===== config.mk =====
export PLATFORM = sky130hd
export DESIGN_NAME = fx_tx_framer
export DESIGN_NICKNAME = d
export VERILOG_FILES = /design/src/rtl/fx_pkg.sv /design/src/rtl/fx_in_stage.sv /design/src/rtl/fx_nib_enc.sv /design/src/rtl/fx_frame_ctl.sv /design/src/rtl/fx_tx_framer.sv
export SDC_FILE = /design/constraint.sdc
export NUM_CORES = 1
export LEC_CHECK = 0
export CAP_MARGIN = 40
export CORE_ASPECT_RATIO = 1.1
export CORE_MARGIN = 2
export CORE_UTILIZATION = 42
export CTS_CLUSTER_DIAMETER = 150
export CTS_CLUSTER_SIZE = 14
export DETAILED_ROUTE_END_ITERATION = 7
export DONT_BUFFER_PORTS = 1
export GPL_TIMING_DRIVEN = 0
export SYNTH_ARGS = -nofsm -noshare
export SYNTH_HDL_FRONTEND = slang
export SYNTH_SLANG_ARGS = --single-unit

===== constraint.sdc =====
create_clock -name clk -period 1.5 [get_ports clk]
set_input_delay 0.3 -clock clk [delete_from_list [all_inputs] [get_ports clk]]
set_output_delay 0.3 -clock clk [all_outputs]
set_load 0.01 [all_outputs]

===== src/rtl/fx_pkg.sv =====
package fx_pkg;
    localparam int NIB_W = 4;
    localparam int CG_W  = NIB_W + 1;

    typedef logic [CG_W-1:0] cg_t;

    localparam cg_t CG_IDLE = 5'b11111;
    localparam cg_t CG_J    = 5'b11000;
    localparam cg_t CG_K    = 5'b10001;
    localparam cg_t CG_T    = 5'b01101;
    localparam cg_t CG_R    = 5'b00111;
    localparam cg_t CG_HALT = 5'b00100;

    typedef enum logic [1:0] {PH_IDLE, PH_K, PH_DATA, PH_R} phase_e;

    typedef struct packed {
        logic             en;
        logic             er;
        logic [NIB_W-1:0] nib;
        logic             raw;
    } smp_s;

    function automatic cg_t fx_data_code(input logic [NIB_W-1:0] n);
        case (n)
            4'h0: fx_data_code = 5'b11110;
            4'h1: fx_data_code = 5'b01001;
            4'h2: fx_data_code = 5'b10100;
            4'h3: fx_data_code = 5'b10101;
            4'h4: fx_data_code = 5'b01010;
            4'h5: fx_data_code = 5'b01011;
            4'h6: fx_data_code = 5'b01110;
            4'h7: fx_data_code = 5'b01111;
            4'h8: fx_data_code = 5'b10010;
            4'h9: fx_data_code = 5'b10011;
            4'hA: fx_data_code = 5'b10110;
            4'hB: fx_data_code = 5'b10111;
            4'hC: fx_data_code = 5'b11010;
            4'hD: fx_data_code = 5'b11011;
            4'hE: fx_data_code = 5'b11100;
            default: fx_data_code = 5'b11101;
        endcase
    endfunction

    function automatic logic fx_is_legal(input cg_t c);
        logic hit;
        hit = (c == CG_IDLE) || (c == CG_J) || (c == CG_K) || (c == CG_T)
           || (c == CG_R) || (c == CG_HALT);
        for (int i = 0; i < (1 << NIB_W); i++) begin
            if (c == fx_data_code(i[NIB_W-1:0])) hit = 1'b1;
        end
        return hit;
    endfunction
endpackage


===== src/rtl/fx_in_stage.sv =====
module fx_in_stage
    import fx_pkg::*;
(
    input  logic clk,
    input  logic rst_n,
    input  smp_s smp_in,
    output smp_s smp_q
);
    smp_s smp_d;

    always_comb begin
        smp_d = smp_in;
    end

    always_ff @(posedge clk) begin
        if (!rst_n) smp_q <= '0;
        else        smp_q <= smp_d;
    end
endmodule


===== src/rtl/fx_nib_enc.sv =====
module fx_nib_enc
    import fx_pkg::*;
(
    input  logic [NIB_W-1:0] nib,
    output cg_t              data_code
);
    always_comb begin
        data_code = fx_data_code(nib);
    end
endmodule


===== src/rtl/fx_frame_ctl.sv =====
module fx_frame_ctl
    import fx_pkg::*;
(
    input  logic clk,
    input  logic rst_n,
    input  smp_s smp,
    input  cg_t  data_code,
    output cg_t  code_q,
    output logic raw_q
);
    typedef struct packed {
        phase_e ph;
        cg_t    code;
        logic   raw;
    } ctl_s;

    ctl_s r_d, r_q;

    always_comb begin
        r_d     = r_q;
        r_d.raw = smp.raw;
        if (smp.raw) begin
            r_d.code = {smp.er, smp.nib};
            r_d.ph   = PH_IDLE;
        end else begin
            case (r_q.ph)
                PH_IDLE: begin
                    if (smp.en) begin
                        r_d.code = CG_J;
                        r_d.ph   = PH_K;
                    end else begin
                        r_d.code = CG_IDLE;
                    end
                end
                PH_K: begin
                    r_d.code = CG_K;
                    r_d.ph   = PH_DATA;
                end
                PH_DATA: begin
                    if (smp.en) begin
                        r_d.code = smp.er ? CG_HALT : data_code;
                    end else begin
                        r_d.code = CG_T;
                        r_d.ph   = PH_R;
                    end
                end
                default: begin
                    r_d.code = CG_R;
                    r_d.ph   = PH_IDLE;
                end
            endcase
        end
    end

    always_ff @(posedge clk) begin
        if (!rst_n) begin
            r_q.ph   <= PH_IDLE;
            r_q.code <= CG_IDLE;
            r_q.raw  <= 1'b0;
        end else begin
            r_q <= r_d;
        end
    end

    assign code_q = r_q.code;
    assign raw_q  = r_q.raw;

    assert_idle_when_quiet_R2: assert property (@(posedge clk) disable iff (!rst_n)
        (!smp.en && !smp.raw && r_q.ph == PH_IDLE) |=> (code_q == CG_IDLE));

    assert_k_after_j_R3: assert property (@(posedge clk) disable iff (!rst_n)
        (code_q == CG_K && !raw_q) |-> ($past(code_q) == CG_J && !$past(raw_q)));

    assert_legal_code_R4: assert property (@(posedge clk) disable iff (!rst_n)
        !raw_q |-> fx_is_legal(code_q));

    assert_halt_in_data_R5: assert property (@(posedge clk) disable iff (!rst_n)
        (code_q == CG_HALT && !raw_q) |-> ($past(r_q.ph) == PH_DATA && $past(smp.er)));

    assert_t_then_r_R6: assert property (@(posedge clk) disable iff (!rst_n)
        (code_q == CG_T && !raw_q) |=> (code_q == CG_R || raw_q));
endmodule


===== src/rtl/fx_tx_framer.sv =====
module fx_tx_framer
    import fx_pkg::*;
(
    input  logic             clk,
    input  logic             rst_n,
    input  logic             tx_en,
    input  logic             tx_er,
    input  logic [NIB_W-1:0] txd,
    input  logic             sym_mode,
    output logic [CG_W-1:0]  code
);
    smp_s in_now, in_q;
    cg_t  data_code;
    cg_t  code_int;
    logic raw_int;

    always_comb begin
        in_now.en  = tx_en;
        in_now.er  = tx_er;
        in_now.nib = txd;
        in_now.raw = sym_mode;
    end

    fx_in_stage i_in_stage (
        .clk    (clk),
        .rst_n  (rst_n),
        .smp_in (in_now),
        .smp_q  (in_q)
    );

    fx_nib_enc i_nib_enc (
        .nib       (in_q.nib),
        .data_code (data_code)
    );

    fx_frame_ctl i_frame_ctl (
        .clk       (clk),
        .rst_n     (rst_n),
        .smp       (in_q),
        .data_code (data_code),
        .code_q    (code_int),
        .raw_q     (raw_int)
    );

    assign code = code_int;

    assert_raw_passthrough_R7: assert property (@(posedge clk) disable iff (!rst_n)
        $past(sym_mode, 2) |-> (code == {$past(tx_er, 2), $past(txd, 2)}));
endmodule


# ---- Word level (Yosys, flattened, before mapping)
# Memory sizes are Yosys's and may differ from the RTL's. A register that Yosys moved wholly into a read port is not among the register bits.
# Index checks and enable logic that the tools add are counted.
dict set report word_totals {
  mem_count 1
  reg_bits 14
  rom_bits 80
  output_inout_bits 5
}
dict set report op_classes {
  n_eq_ne 4
  n_reduce_logical 3
  muxes 8
  bitwise_logic 1
}
# memory words width read_ports rd_clocked_by_memory_dff write_ports line_no
set mem_list {}
lappend mem_list {{(no name shown)} 16 5 1 1 0 fx_pkg.sv:24} ;# case (n)
# op n
set op_table {}
lappend op_table {{$pmux 7 s3} 1}
lappend op_table {{$mux 5} 3}
lappend op_table {{$mux 2} 2}
lappend op_table {{$mux 4} 1}
lappend op_table {{$ne 2x2->1 const B} 2}
lappend op_table {{$mux 3} 1}
lappend op_table {{$eq 2x1->1 const B} 1}
lappend op_table {{$eq 2x2->1 const B} 1}
lappend op_table {{$logic_not 2->1} 1}
lappend op_table {{$reduce_and 2->1} 1}
lappend op_table {{$reduce_or 2->1} 1}
lappend op_table {{$not 1->1} 1}

# ---- Depth between registers and ports, before layout
# Gate-level depths: netlist (run 1).
dict set report depth {
  depth_word 4
  ltp_mapped 5
  mapped_depth_nobuf 5
}

# ---- Hierarchy
# From an unflattened synthesis (run 1), not the netlist that was laid out.
dict set report unflattened {
  hier_cells 75
  area_unflattened_um2 704.4
}
# module area_per_inst_um2 seq_area_each_um2 n_inst cells_per_inst
set by_module_without_submodules {}
lappend by_module_without_submodules {fx_frame_ctl 455.4 160.2 1 52}
lappend by_module_without_submodules {fx_in_stage 183.9 140.1 1 14}
lappend by_module_without_submodules {fx_nib_enc 65.1 0.0 1 9}

# ---- Worst setup path after synthesis (run 1)
# Ideal clock, no wire load.
dict set report synth_path {
  path_kind {register to register}
  from {reg i_frame_ctl.r_q[6] (netlist bit)}
  to {reg, netlist name i_frame_ctl.code_q[3]}
  t_required_ns 1.370
  setup_ns 0.130
  path_slack_ns 0.203
  arrival_time_ns 1.167
  stages_incl_launch_ff 6
  path_buffers 0
  period_less_slack_ns 1.297
  path_cell_list {dfxtp_1 -> inv_1 -> ha_1 -> nor2b_1 -> a221oi_1 -> o311ai_1}
}
dict set report synth_via {
  elab_chain_len 3
  elab_cells_between_ends 5
}
# item line_no
set synth_lines {}
lappend synth_lines {{start, declared} fx_frame_ctl.sv:17} ;# ctl_s r_d, r_q;
lappend synth_lines {{start signal, assigned} fx_frame_ctl.sv:61} ;# r_q <= r_d;
lappend synth_lines {{$eq 2x2->1 (tied with other cells)} fx_frame_ctl.sv:26} ;# case (r_q.ph)
lappend synth_lines {{$pmux 7 s3 (*)} fx_frame_ctl.sv:26}
lappend synth_lines {{$mux 5 (*)} fx_frame_ctl.sv:22} ;# if (smp.raw) begin
# Mark *: on every way between the ends. The rest lies on a longest branch, timed or not.
# A chain may end at the register's enable or synchronous reset.

# ---- Worst setup path in the final report (run 1)
dict set report layout_path {
  from {reg i_frame_ctl.r_q[6] (netlist bit)}
  to {reg, netlist name i_frame_ctl.code_q[1]}
}
dict set report layout_via {
  elab_chain_len 3
  elab_cells_between_ends 5
}
# item line_no
set layout_lines {}
lappend layout_lines {{$eq 2x2->1 (tied with other cells)} fx_frame_ctl.sv:26}
lappend layout_lines {{$pmux 7 s3 (*)} fx_frame_ctl.sv:26}
lappend layout_lines {{$mux 5 (*)} fx_frame_ctl.sv:22}
# Marks and branches as above.

==> metrics.md, run 1 <==
| Metric | Value |
|---|---|
| Initial antenna violation count | 0 |
| Cells after Synth | 79 |
| GRT overflow | 0 |
| First DRT Iteration DRCs | 5 |
| DR vias/cell | 5.28 |
| Clock skew | 0.00264 ns |
| Worst Hold Path Cells | 1 |
| Final setup vio count | 0 |
| CTS Buf Count | 3 |
| Worst slack, placed | 0.0744 ns |
| Critical Path AT | 1.58 ns |
| Post-synth net total | 92 |
| Crit-path slowest cell | dfxtp_2 |
| Clock root cell | clkbuf_4 |
| FF-to-FF path depth | 5 |
| Row count | 16 |
| DP Wirelength | 910 um |
| Die ar. | 2300 um^2 |
| DR WL met3 | 85 um |
| Kind of end point of the critical path | flip-flop |
| Detail Route met2 WL | 624 um |
| Final Power | 0.958 mW |
| Port Buffers | 0 |
| Multi-input logic area | 370 um^2 |
| Hold Fails Final Rpt | 0 |
| Routed WL | 1.30 mm |
| Non-filler cells in the finished layout | 101 |
| Area grow syn2layout | 7.85% |
| Register area | 382 um^2 |
| I/O Pins | 14 |
| Die Y | 50.2 um |
| Worst path max stage delay | 0.36 ns |
| Clk buf depth | 2 |
| Min Hold Slack | 0.118 ns |
| Nets | 97 |
| Dpl cell area | 836 um^2 |
| Cell Chain, Critical Path | inv_1, ha_1, nor2b_2, nor4_2, o21ai_1 |
| CTS Sinks | 19 |
| Final instance area | 877 um^2 |
| Largest net degree at the start of global routing | 11 |
| CTS tree | done |
| RSZ-0062 raised after global routing | no |
| Max-capacitance violation count | 0 |
| Maximum vdd ir drop | 783 uV |
| Core area | 1800 um^2 |
| YS warnings | 0 |
| Post-DRT Antenna Nets | 0 |
| Layout cell share with drive strength beyond 1 | 22.9% |
| Leakage Power | 0.369 nW |
| GP Congestion | 0.709 |
| Fillers | 172 |
| TritonRoute pass-1 iters | 4 |
| Slew Limit Fails | 0 |
| Fmax | 0.716 GHz |
| Async S/R FF share, synth | 0% |
| Synthesis-stage register bit count | 19 |
| Clk slew on worst S/H paths | 0.10 ns |
| Setup_tns | 0 ns |
| Register area share after synthesis | 46.8% |
| Required time of the critical path | 1.68 ns |
| Tcrit/Tclk final | 93.1% |
| Final Util | 48.7% |
| R2R Setup Slk | 0.10 ns |
| Vias in the first global route | 454 |
| Initial core utilization | 45.1% |
| Leading cell types in the layout, fill and taps excluded | 18 x dfxtp_1, 9 x and2_1, 7 x buf_4 |
| Clock H-tree levels | 1 |
| Global-route wire length before repair | 2.00 mm |
| Placed Instances | 97 |
| EDFF count, synth | 0 |
| CP startpoint kind | flip-flop |
| Status | completed |
| Post-CTS Setup Bufs | 0 |
| Mapped Avg Cell Area | 10.3 um^2 |
| Antenna cell count | 0 |
| Tmin final | 1.40 ns |
| Setup CP Type | flip-flop to flip-flop |
| Post-route setup slack | 0.103 ns |
| Routed met1 length | 570 um |
| Pwr/cell area | 1090 nW/um^2 |
| Via count | 533 |
| Die Wd | 46.0 um |
| Ys flop type | dfxtp_1 |
| Netlist cell types | 27 |
| Worst-Skew Late Latency | 0.29 ns |
| Most common cell after layout, fill and taps aside | dfxtp_1 |
| Worst Hold Class | input port to flip-flop |
| Worst-Margin Slew | 0.269 ns |
| # DRC | 0 |
| Crit-path max FO | 5 |
| Max layer used | met4 |
| Mapped Area | 813 um^2 |
| Worst slew margin relative to its limit | 81.9% |
| DR WL/cell | 12.8 um |
| Gr usage total | 12.2% |
## power breakdown
part	internal [mW]	total [mW]	leakage [nW]	switching [mW]
sequential	0.544	0.561	0.158	0.0166
combinational	0.0774	0.156	0.196	0.0784
clock	0.103	0.241	0.0150	0.138
total	0.725	0.958	0.369	0.233
## flip-flops by register name, indices dropped and copies added (netlist names)
name / flops
i_frame_ctl.r_q: 2
i_nib_enc.data_code: 5
i_in_stage.smp_q: 7
i_frame_ctl.code_q: 5
## metal layers
layer	vias up	global-route usage, %
met5	-	0
met4	0	4.29
met2	14	17.6
met3	2	7.55
li1	276	-
met1	241	14.6
## worst paths after layout
check / to / startpoint
max: i_frame_ctl.code_q[1]$_SDFF_PN1_ / i_frame_ctl.r_q[6]$_SDFFE_PP0P_
min: i_nib_enc.data_code[1]$_DFF_P_ / txd[2]
max reg2reg: i_frame_ctl.code_q[1]$_SDFF_PN1_ / i_frame_ctl.r_q[6]$_SDFFE_PP0P_
min reg2reg: i_frame_ctl.code_q[3]$_SDFF_PN1_ / i_in_stage.smp_q[4]$_SDFF_PN0_
## critical path: cells and delay by family (launching register included)
kind                       cells  cell delay (ns)
DFF                            1             0.36
buffers and inverters          1             0.09
AOI/OAI and AO/OA              1             0.08
and+or+nand+nor                2             0.49
adders and majority gates      1             0.27
## repair_timing
item	CTS	global route
endpoints found under the setup margin	0	6
hold buffers	0	0
gates resized for setup	0	4
## cell families (layout without fill, tap and decap cells)
| family | after synthesis | after routing | synth area share, % |
|---|---|---|---|
| compound gates | 14 | 14 | 14.2 |
| buf+inv | 13 | 17 | 9.38 |
| simple gates | 27 | 27 | 21.1 |
| flops | 19 | 19 | 46.8 |
| mux | 2 | 2 | 2.46 |
| fa+ha+maj | 4 | 4 | 6.15 |
## Yosys cell counts, types with 2 or more instances
cell type	n	area, um^2
nor2b_1	3	18.8
and4b_1	2	20.0
nand2_1	2	7.51
buf_4	7	52.6
and2_1	9	56.3
o31ai_1	2	15.0
a31oi_1	2	12.5
nor2_1	2	7.51
o21ai_1	2	10.0
inv_1	5	18.8
mux2i_1	2	20.0
nor3_1	3	15.0
o21bai_1	2	15.0
and3b_1	2	17.5
ha_1	4	50.1
dfxtp_1	19	380
## final cells by class
| type | instances | share of cell area (%) |
|---|---|---|
| plain buffers | 8 | 6.56 |
| flip-flops and latches | 19 | 43.5 |
| well taps | 18 | 2.57 |
| inverters | 5 | 2.14 |
| multi-input cells | 47 | 42.2 |
| clock buffers | 4 | 3.00 |
No activity file was read; power rests on OpenSTA's default activity.
==> inputs of run 2 (changes only) <==
--- a/config.mk
+++ b/config.mk
@@ -6,14 +6,18 @@
 export NUM_CORES = 1
 export LEC_CHECK = 0
 export CAP_MARGIN = 40
+export CELL_PAD_IN_SITES_DETAIL_PLACEMENT = 1
+export CELL_PAD_IN_SITES_GLOBAL_PLACEMENT = 2
 export CORE_ASPECT_RATIO = 1.1
 export CORE_MARGIN = 2
-export CORE_UTILIZATION = 42
+export CORE_UTILIZATION = 37
 export CTS_CLUSTER_DIAMETER = 150
 export CTS_CLUSTER_SIZE = 14
 export DETAILED_ROUTE_END_ITERATION = 7
 export DONT_BUFFER_PORTS = 1
 export GPL_TIMING_DRIVEN = 0
+export PLACE_DENSITY_LB_ADDON = 0.1
+export SLEW_MARGIN = 10
 export SYNTH_ARGS = -nofsm -noshare
 export SYNTH_HDL_FRONTEND = slang
 export SYNTH_SLANG_ARGS = --single-unit
==> run 2 against run 1 <==
Against the previous run:
- utilization is 4.8 points lower
- via count up 1.5%
- clock power hardly changed
- highest routed layer unchanged
- routed wire length grew 5.9%
- critical endpoint is now i_frame_ctl.code_q[0]$_SDFF_PN1_
==> metrics.md, run 2 (synthesis gave the netlist of run 1 again) <==
| Metric | Value |
|---|---|
| Status | completed |
| Die Y | 53.2 um (+6.0%) |
| Worst-Margin Slew | 0.282 ns (+0.0130 ns) |
| RSZ-0062 raised after global routing | no |
| Initial antenna violation count | 0 (unchanged) |
| Fmax | 0.715 GHz (-0.17%) |
| Kind of end point of the critical path | flip-flop |
| Gr usage total | 12.6% (+0.38 points) |
| Nets | 97 (unchanged) |
| Reg2reg end | i_frame_ctl.code_q[0]$_SDFF_PN1_ |
| Crit-path max FO | 5 (unchanged) |
| Maximum vdd ir drop | 609 uV (-22%) |
| Required time of the critical path | 1.66 ns (-0.02 ns) |
| Post-DRT Antenna Nets | 0 (unchanged) |
| Clk buf depth | 2 (unchanged) |
| Tmin final | 1.40 ns (+0.00240 ns) |
| Largest net degree at the start of global routing | 11 (unchanged) |
| Final setup vio count | 0 (unchanged) |
| Worst Hold Class | input port to flip-flop |
| Layout cell share with drive strength beyond 1 | 21.7% (-1.2 points) |
| Clock skew | 0.00381 ns (+0.00117 ns) |
| CTS tree | done |
| Worst Hold Path Cells | 1 (unchanged) |
| Initial core utilization | 39.8% (-5.3 points) |
| Setup CP Type | flip-flop to flip-flop |
| Most common cell after layout, fill and taps aside | dfxtp_1 |
| FF-to-FF path depth | 5 (unchanged) |
| Antenna cell count | 0 (unchanged) |
| GRT overflow | 0 (unchanged) |
| Worst slew margin relative to its limit | 81.0% (-0.89 points) |
| Critical R2R Launch | i_frame_ctl.r_q[6]$_SDFFE_PP0P_ |
| DR WL/cell | 12.4 um (-3.6%) |
| Pwr/cell area | 1070 nW/um^2 (-1.7%) |
| Leakage Power | 0.370 nW (+0.15%) |
| HP Start | txd[2] |
| Tcrit/Tclk final | 93.3% (+0.16 points) |
| # DRC | 0 (unchanged) |
| Routed WL | 1.37 mm (+5.9%) |
| Final instance area | 896 um^2 (+2.1%) |
| Post-CTS Setup Bufs | 0 (unchanged) |
| I/O Pins | 14 (unchanged) |
| Dpl cell area | 848 um^2 (+1.5%) |
| Hold Fails Final Rpt | 0 (unchanged) |
| Hold Buf Count CTS | 0 (unchanged) |
| Global-route wire length before repair | 2.39 mm (+20%) |
| Max reg flops | 7 (unchanged) |
| Die ar. | 2590 um^2 (+12%) |
| TritonRoute pass-1 iters | 4 (unchanged) |
| Critical Path AT | 1.56 ns (-0.02 ns) |
| Port Buffers | 0 (unchanged) |
| Leading cell types in the layout, fill and taps excluded | 19 x dfxtp_1, 9 x and2_1, 7 x buf_4 |
| Clock root cell | clkbuf_4 |
| Slew Limit Fails | 0 (unchanged) |
| Fillers | 240 (+40%) |
| Setup_tns | 0 ns (unchanged) |
| Area grow syn2layout | 10.2% |
| Row count | 17 (+1) |
| CTS Buf Count | 3 (unchanged) |
| DR vias/cell | 4.87 (-7.6%) |
| Max-capacitance violation count | 0 (unchanged) |
| Clk slew on worst S/H paths | 0.10 ns (about the same) |
| GP Congestion | 0.659 (-7.0%) |
| Core area | 2040 um^2 (+13%) |
| CTS Sinks | 19 (unchanged) |
| Register bank with the most flops | i_in_stage.smp_q |
| Worst-Skew Late Latency | 0.28 ns (about the same) |
| Die Wd | 48.7 um (+6.0%) |
| DP Wirelength | 1.07 mm (+17%) |
| Clock H-tree levels | 1 (unchanged) |
| Via count | 541 (+1.5%) |
| Vias in the first global route | 555 (+22%) |
| R2R Setup Slk | 0.10 ns (about the same) |
| CP startpoint kind | flip-flop |
| Hold Path Sink | i_nib_enc.data_code[1]$_DFF_P_ |
| First DRT Iteration DRCs | 7 (+2) |
==> run 2: final cells by class <==
cell class,count,area [um^2],share of cell area (%)
Buffer,8,57.6,6.42
Clock buffer,4,26.3,2.93
Inverter,5,18.8,2.09
Multi-Input combinational cell,47,378,42.2
Sequential cell,19,380,42.5
Tap cell,28,35.0,3.91
==> run 2: metal layers <==
layer,up-vias,track usage [%],routed length (um)
met2,13,21.7,654
met3,4,3.39,61
li1,278,-,-
met4,0,7.14,33
met1,246,14.3,625
met5,-,0,0
==> run 2: worst max-delay path by stage <==
stage / cells after the start / startpoint / end / slack (ns)
floorplan: 5 / i_frame_ctl.r_q[6]$_SDFFE_PP0P_ / i_frame_ctl.code_q[3]$_SDFF_PN1_ / 0.20
global placement: 5 / i_frame_ctl.r_q[6]$_SDFFE_PP0P_ / i_frame_ctl.code_q[3]$_SDFF_PN1_ / 0.08
detailed placement: 5 / i_frame_ctl.r_q[6]$_SDFFE_PP0P_ / i_frame_ctl.code_q[3]$_SDFF_PN1_ / 0.05
CTS: 5 / i_frame_ctl.r_q[6]$_SDFFE_PP0P_ / i_frame_ctl.code_q[3]$_SDFF_PN1_ / 0.04
global route: 5 / i_frame_ctl.r_q[6]$_SDFFE_PP0P_ / i_frame_ctl.code_q[0]$_SDFF_PN1_ / 0.002
finish: 5 / i_frame_ctl.r_q[6]$_SDFFE_PP0P_ / i_frame_ctl.code_q[0]$_SDFF_PN1_ / 0.10
==> run 2: report_power, final <==
group          total [mW]  internal [mW]  switching (mW)  leakage [nW]
registers           0.561          0.544          0.0176         0.158
clock network       0.241          0.103           0.138        0.0150
logic               0.159         0.0793          0.0801         0.197
==> run 2: repair_timing <==
item,4_1_cts,5_1_grt
setup endpoints to repair,1,4
endpoints found under the hold margin,0,0
resized for setup,1,3
==> run 2: worst max-delay path: stages (launching register included) <==
cell and delay [ns]:
dfxtp_1 0.37, inv_1 0.13, ha_2 0.24, nor2b_2 0.18
nor3_1 0.21, a41oi_1 0.14
==> run 2: per-stage QoR <==
| stage | hold WS [ns] | utilization [%] | instances | worst slack, ns | total power [mW] |
|---|---|---|---|---|---|
| 2_1_floorplan | 0.402 | - | 79 | 0.203 | 0.696 |
| 3_3_place_gp | 0.412 | 41.5 | 107 | 0.0848 | 0.721 |
| 3_5_place_dp | 0.413 | 41.5 | 107 | 0.0509 | 0.725 |
| 4_1_cts | 0.103 | 43.0 | 111 | 0.0400 | 0.969 |
| 5_1_grt | 0.0852 | 43.9 | 111 | 0.00200 | 1.03 |
| 6_report | 0.113 | 43.9 | 111 | 0.101 | 0.962 |
==> inputs of run 3 (changes only) <==
--- a/config.mk
+++ b/config.mk
@@ -15,7 +15,7 @@
 export CTS_CLUSTER_SIZE = 14
 export DETAILED_ROUTE_END_ITERATION = 7
 export DONT_BUFFER_PORTS = 1
-export GPL_TIMING_DRIVEN = 0
+export GPL_TIMING_DRIVEN = 1
 export PLACE_DENSITY_LB_ADDON = 0.1
 export SLEW_MARGIN = 10
 export SYNTH_ARGS = -nofsm -noshare
==> run 3 against run 2 <==
Against the previous run:
- hold slack worse by 0.046 ns
- register-to-register slack better by 0.02 ns
- sequential cell count unchanged
- routed wire length about the same
- maximum frequency up 1.5%
- largest cell class unchanged
- largest power group unchanged
==> metrics.md, run 3 (synthesis gave the netlist of run 1 again) <==
| Metric | Value |
|---|---|
| Row count | 17 (unchanged) |
| Setup_tns | 0 ns (unchanged) |
| Worst slew margin relative to its limit | 74.8% (-6.3 points) |
| Register area | 383 um^2 (+0.66%) |
| Antenna cell count | 0 (unchanged) |
| Post-CTS Setup Bufs | 0 (unchanged) |
| Via count | 525 (-3.0%) |
| Gr usage total | 12.9% (+0.29 points) |
| DP Wirelength | 1.01 mm (-5.2%) |
| Status | completed |
| Clock skew | 0.00291 ns (-0.000891 ns) |
| Critical Path AT | 1.58 ns (+0.02 ns) |
| Worst-Margin Slew | 0.378 ns (+0.0959 ns) |
| Post-DRT Antenna Nets | 0 (unchanged) |
| GRT overflow | 0 (unchanged) |
| Clock H-tree levels | 1 (unchanged) |
| # DRC | 0 (unchanged) |
| Leading cell types in the layout, fill and taps excluded | 17 x dfxtp_1, 9 x and2_1, 5 x inv_1 |
| CP startpoint kind | flip-flop |
| Most common cell after layout, fill and taps aside | dfxtp_1 |
| Routed WL | 1.37 mm (about the same) |
| Area grow syn2layout | 2.62% |
| Post-CTS sizing | 0 (-1) |
| Initial antenna violation count | 0 (unchanged) |
| Register bank with the most flops | i_in_stage.smp_q |
| Global-route wire length before repair | 2.37 mm (-0.88%) |
| TritonRoute pass-1 iters | 2 (-2) |
| Die Y | 53.2 um (unchanged) |
| Die Wd | 48.7 um (unchanged) |
| Hold Fails Final Rpt | 0 (unchanged) |
| First DRT Iteration DRCs | 3 (-4) |
| CTS Buf Count | 3 (unchanged) |
| Layout cell share with drive strength beyond 1 | 17.3% (-4.4 points) |
| Multi-input logic area | 370 um^2 (-2.0%) |
| Clk slew on worst S/H paths | 0.11 ns (about the same) |
| Tcrit/Tclk final | 91.9% (-1.4 points) |
| Initial core utilization | 39.8% (unchanged) |
| Nets | 89 (-8.2%) |
| I/O Pins | 14 (unchanged) |
| Final Power | 0.949 mW (-1.3%) |
| DR vias/cell | 5.10 (+4.6%) |
| Crit-path max FO | 5 (unchanged) |
| Required time of the critical path | 1.70 ns (+0.04 ns) |
| Worst-Skew Late Latency | 0.30 ns (+0.02 ns) |
| CTS tree | done |
| Pwr/cell area | 1140 nW/um^2 (+5.9%) |
| CTS Sinks | 19 (unchanged) |
| Max reg flops | 7 (unchanged) |
| Setup CP Type | flip-flop to flip-flop |
| RSZ-0062 raised after global routing | no |
| Largest net degree at the start of global routing | 18 (+7) |
| Port Buffers | 0 (unchanged) |
| Clock root cell | clkbuf_4 |
| Die ar. | 2590 um^2 (unchanged) |
| Slew Limit Fails | 0 (unchanged) |
| Hold Buf Count CTS | 0 (unchanged) |
| Leakage Power | 0.336 nW (-9.2%) |
| Max-capacitance violation count | 0 (unchanged) |
| GP Congestion | 0.722 (+9.5%) |
| Maximum vdd ir drop | 484 uV (-20%) |
| Fmax | 0.725 GHz (+1.5%) |
| Final setup vio count | 0 (unchanged) |
| Worst Hold Class | input port to flip-flop |
| DR WL/cell | 13.3 um (+7.7%) |
| Kind of end point of the critical path | flip-flop |
| Tmin final | 1.38 ns (-0.0205 ns) |
| Clk buf depth | 2 (unchanged) |
| Core area | 2040 um^2 (unchanged) |
| Vias in the first global route | 529 (-4.7%) |
| Fillers | 241 (+0.42%) |
[run 3: through the flow]
stage	hold slack, ns	cells	utilization (%)	setup slack [ns]	instance area [um^2]
final	0.0678	103	40.9	0.121	835
after CTS	0.0516	103	40.1	0.0160	818
after detailed placement	0.384	99	38.7	0.0550	791
after floorplan	0.402	79	-	0.203	813
after global routing	0.0518	103	40.9	0.0129	835
after global placement	0.381	99	38.7	0.0755	791
[run 3: power breakdown]
part	internal (mW)	switching, mW
sequential	0.545	0.0295
combinational	0.0554	0.0562
clock	0.0995	0.163
total	0.700	0.249
[run 3: final timing paths]
path	startpoint	endpoint	slack (ns)	cells after the start
setup / recovery	i_frame_ctl.r_q[6]$_SDFFE_PP0P_	i_frame_ctl.r_q[6]$_SDFFE_PP0P_	0.12	4
hold / removal	rst_n	i_frame_ctl.code_q[4]$_SDFF_PN1_	0.07	1
setup reg to reg	i_frame_ctl.r_q[6]$_SDFFE_PP0P_	i_frame_ctl.r_q[6]$_SDFFE_PP0P_	0.12	4
hold reg to reg	i_in_stage.smp_q[4]$_SDFF_PN0_	i_frame_ctl.code_q[3]$_SDFF_PN1_	0.46	2
[run 3: worst max-delay path: stages, from the launching register on]
cell	delay [ns]
dfxtp_2	0.36
inv_1	0.09
ha_1	0.26
nor2b_2	0.20
a2111oi_2	0.36
[run 3: per-layer routing]
| layer | up-vias | wire length [um] | GRT usage [%] | share of wire, % |
|---|---|---|---|---|
| met5 | - | 0 | 0 | 0 |
| met2 | 13 | 630 | 21.2 | 46 |
| met4 | 0 | 50 | 11.4 | 3.6 |
| li1 | 262 | - | - | - |
| met1 | 246 | 623 | 14.2 | 45 |
| met3 | 4 | 68 | 2.82 | 5.0 |
[run 3: cell type report]
type | count | share of cell area [%]
multi-input cells | 47 | 44.4
well taps | 28 | 4.20
inverters | 5 | 2.25
clock buffers | 3 | 2.70
clock inverters | 1 | 0.600
flip-flops and latches | 19 | 45.9
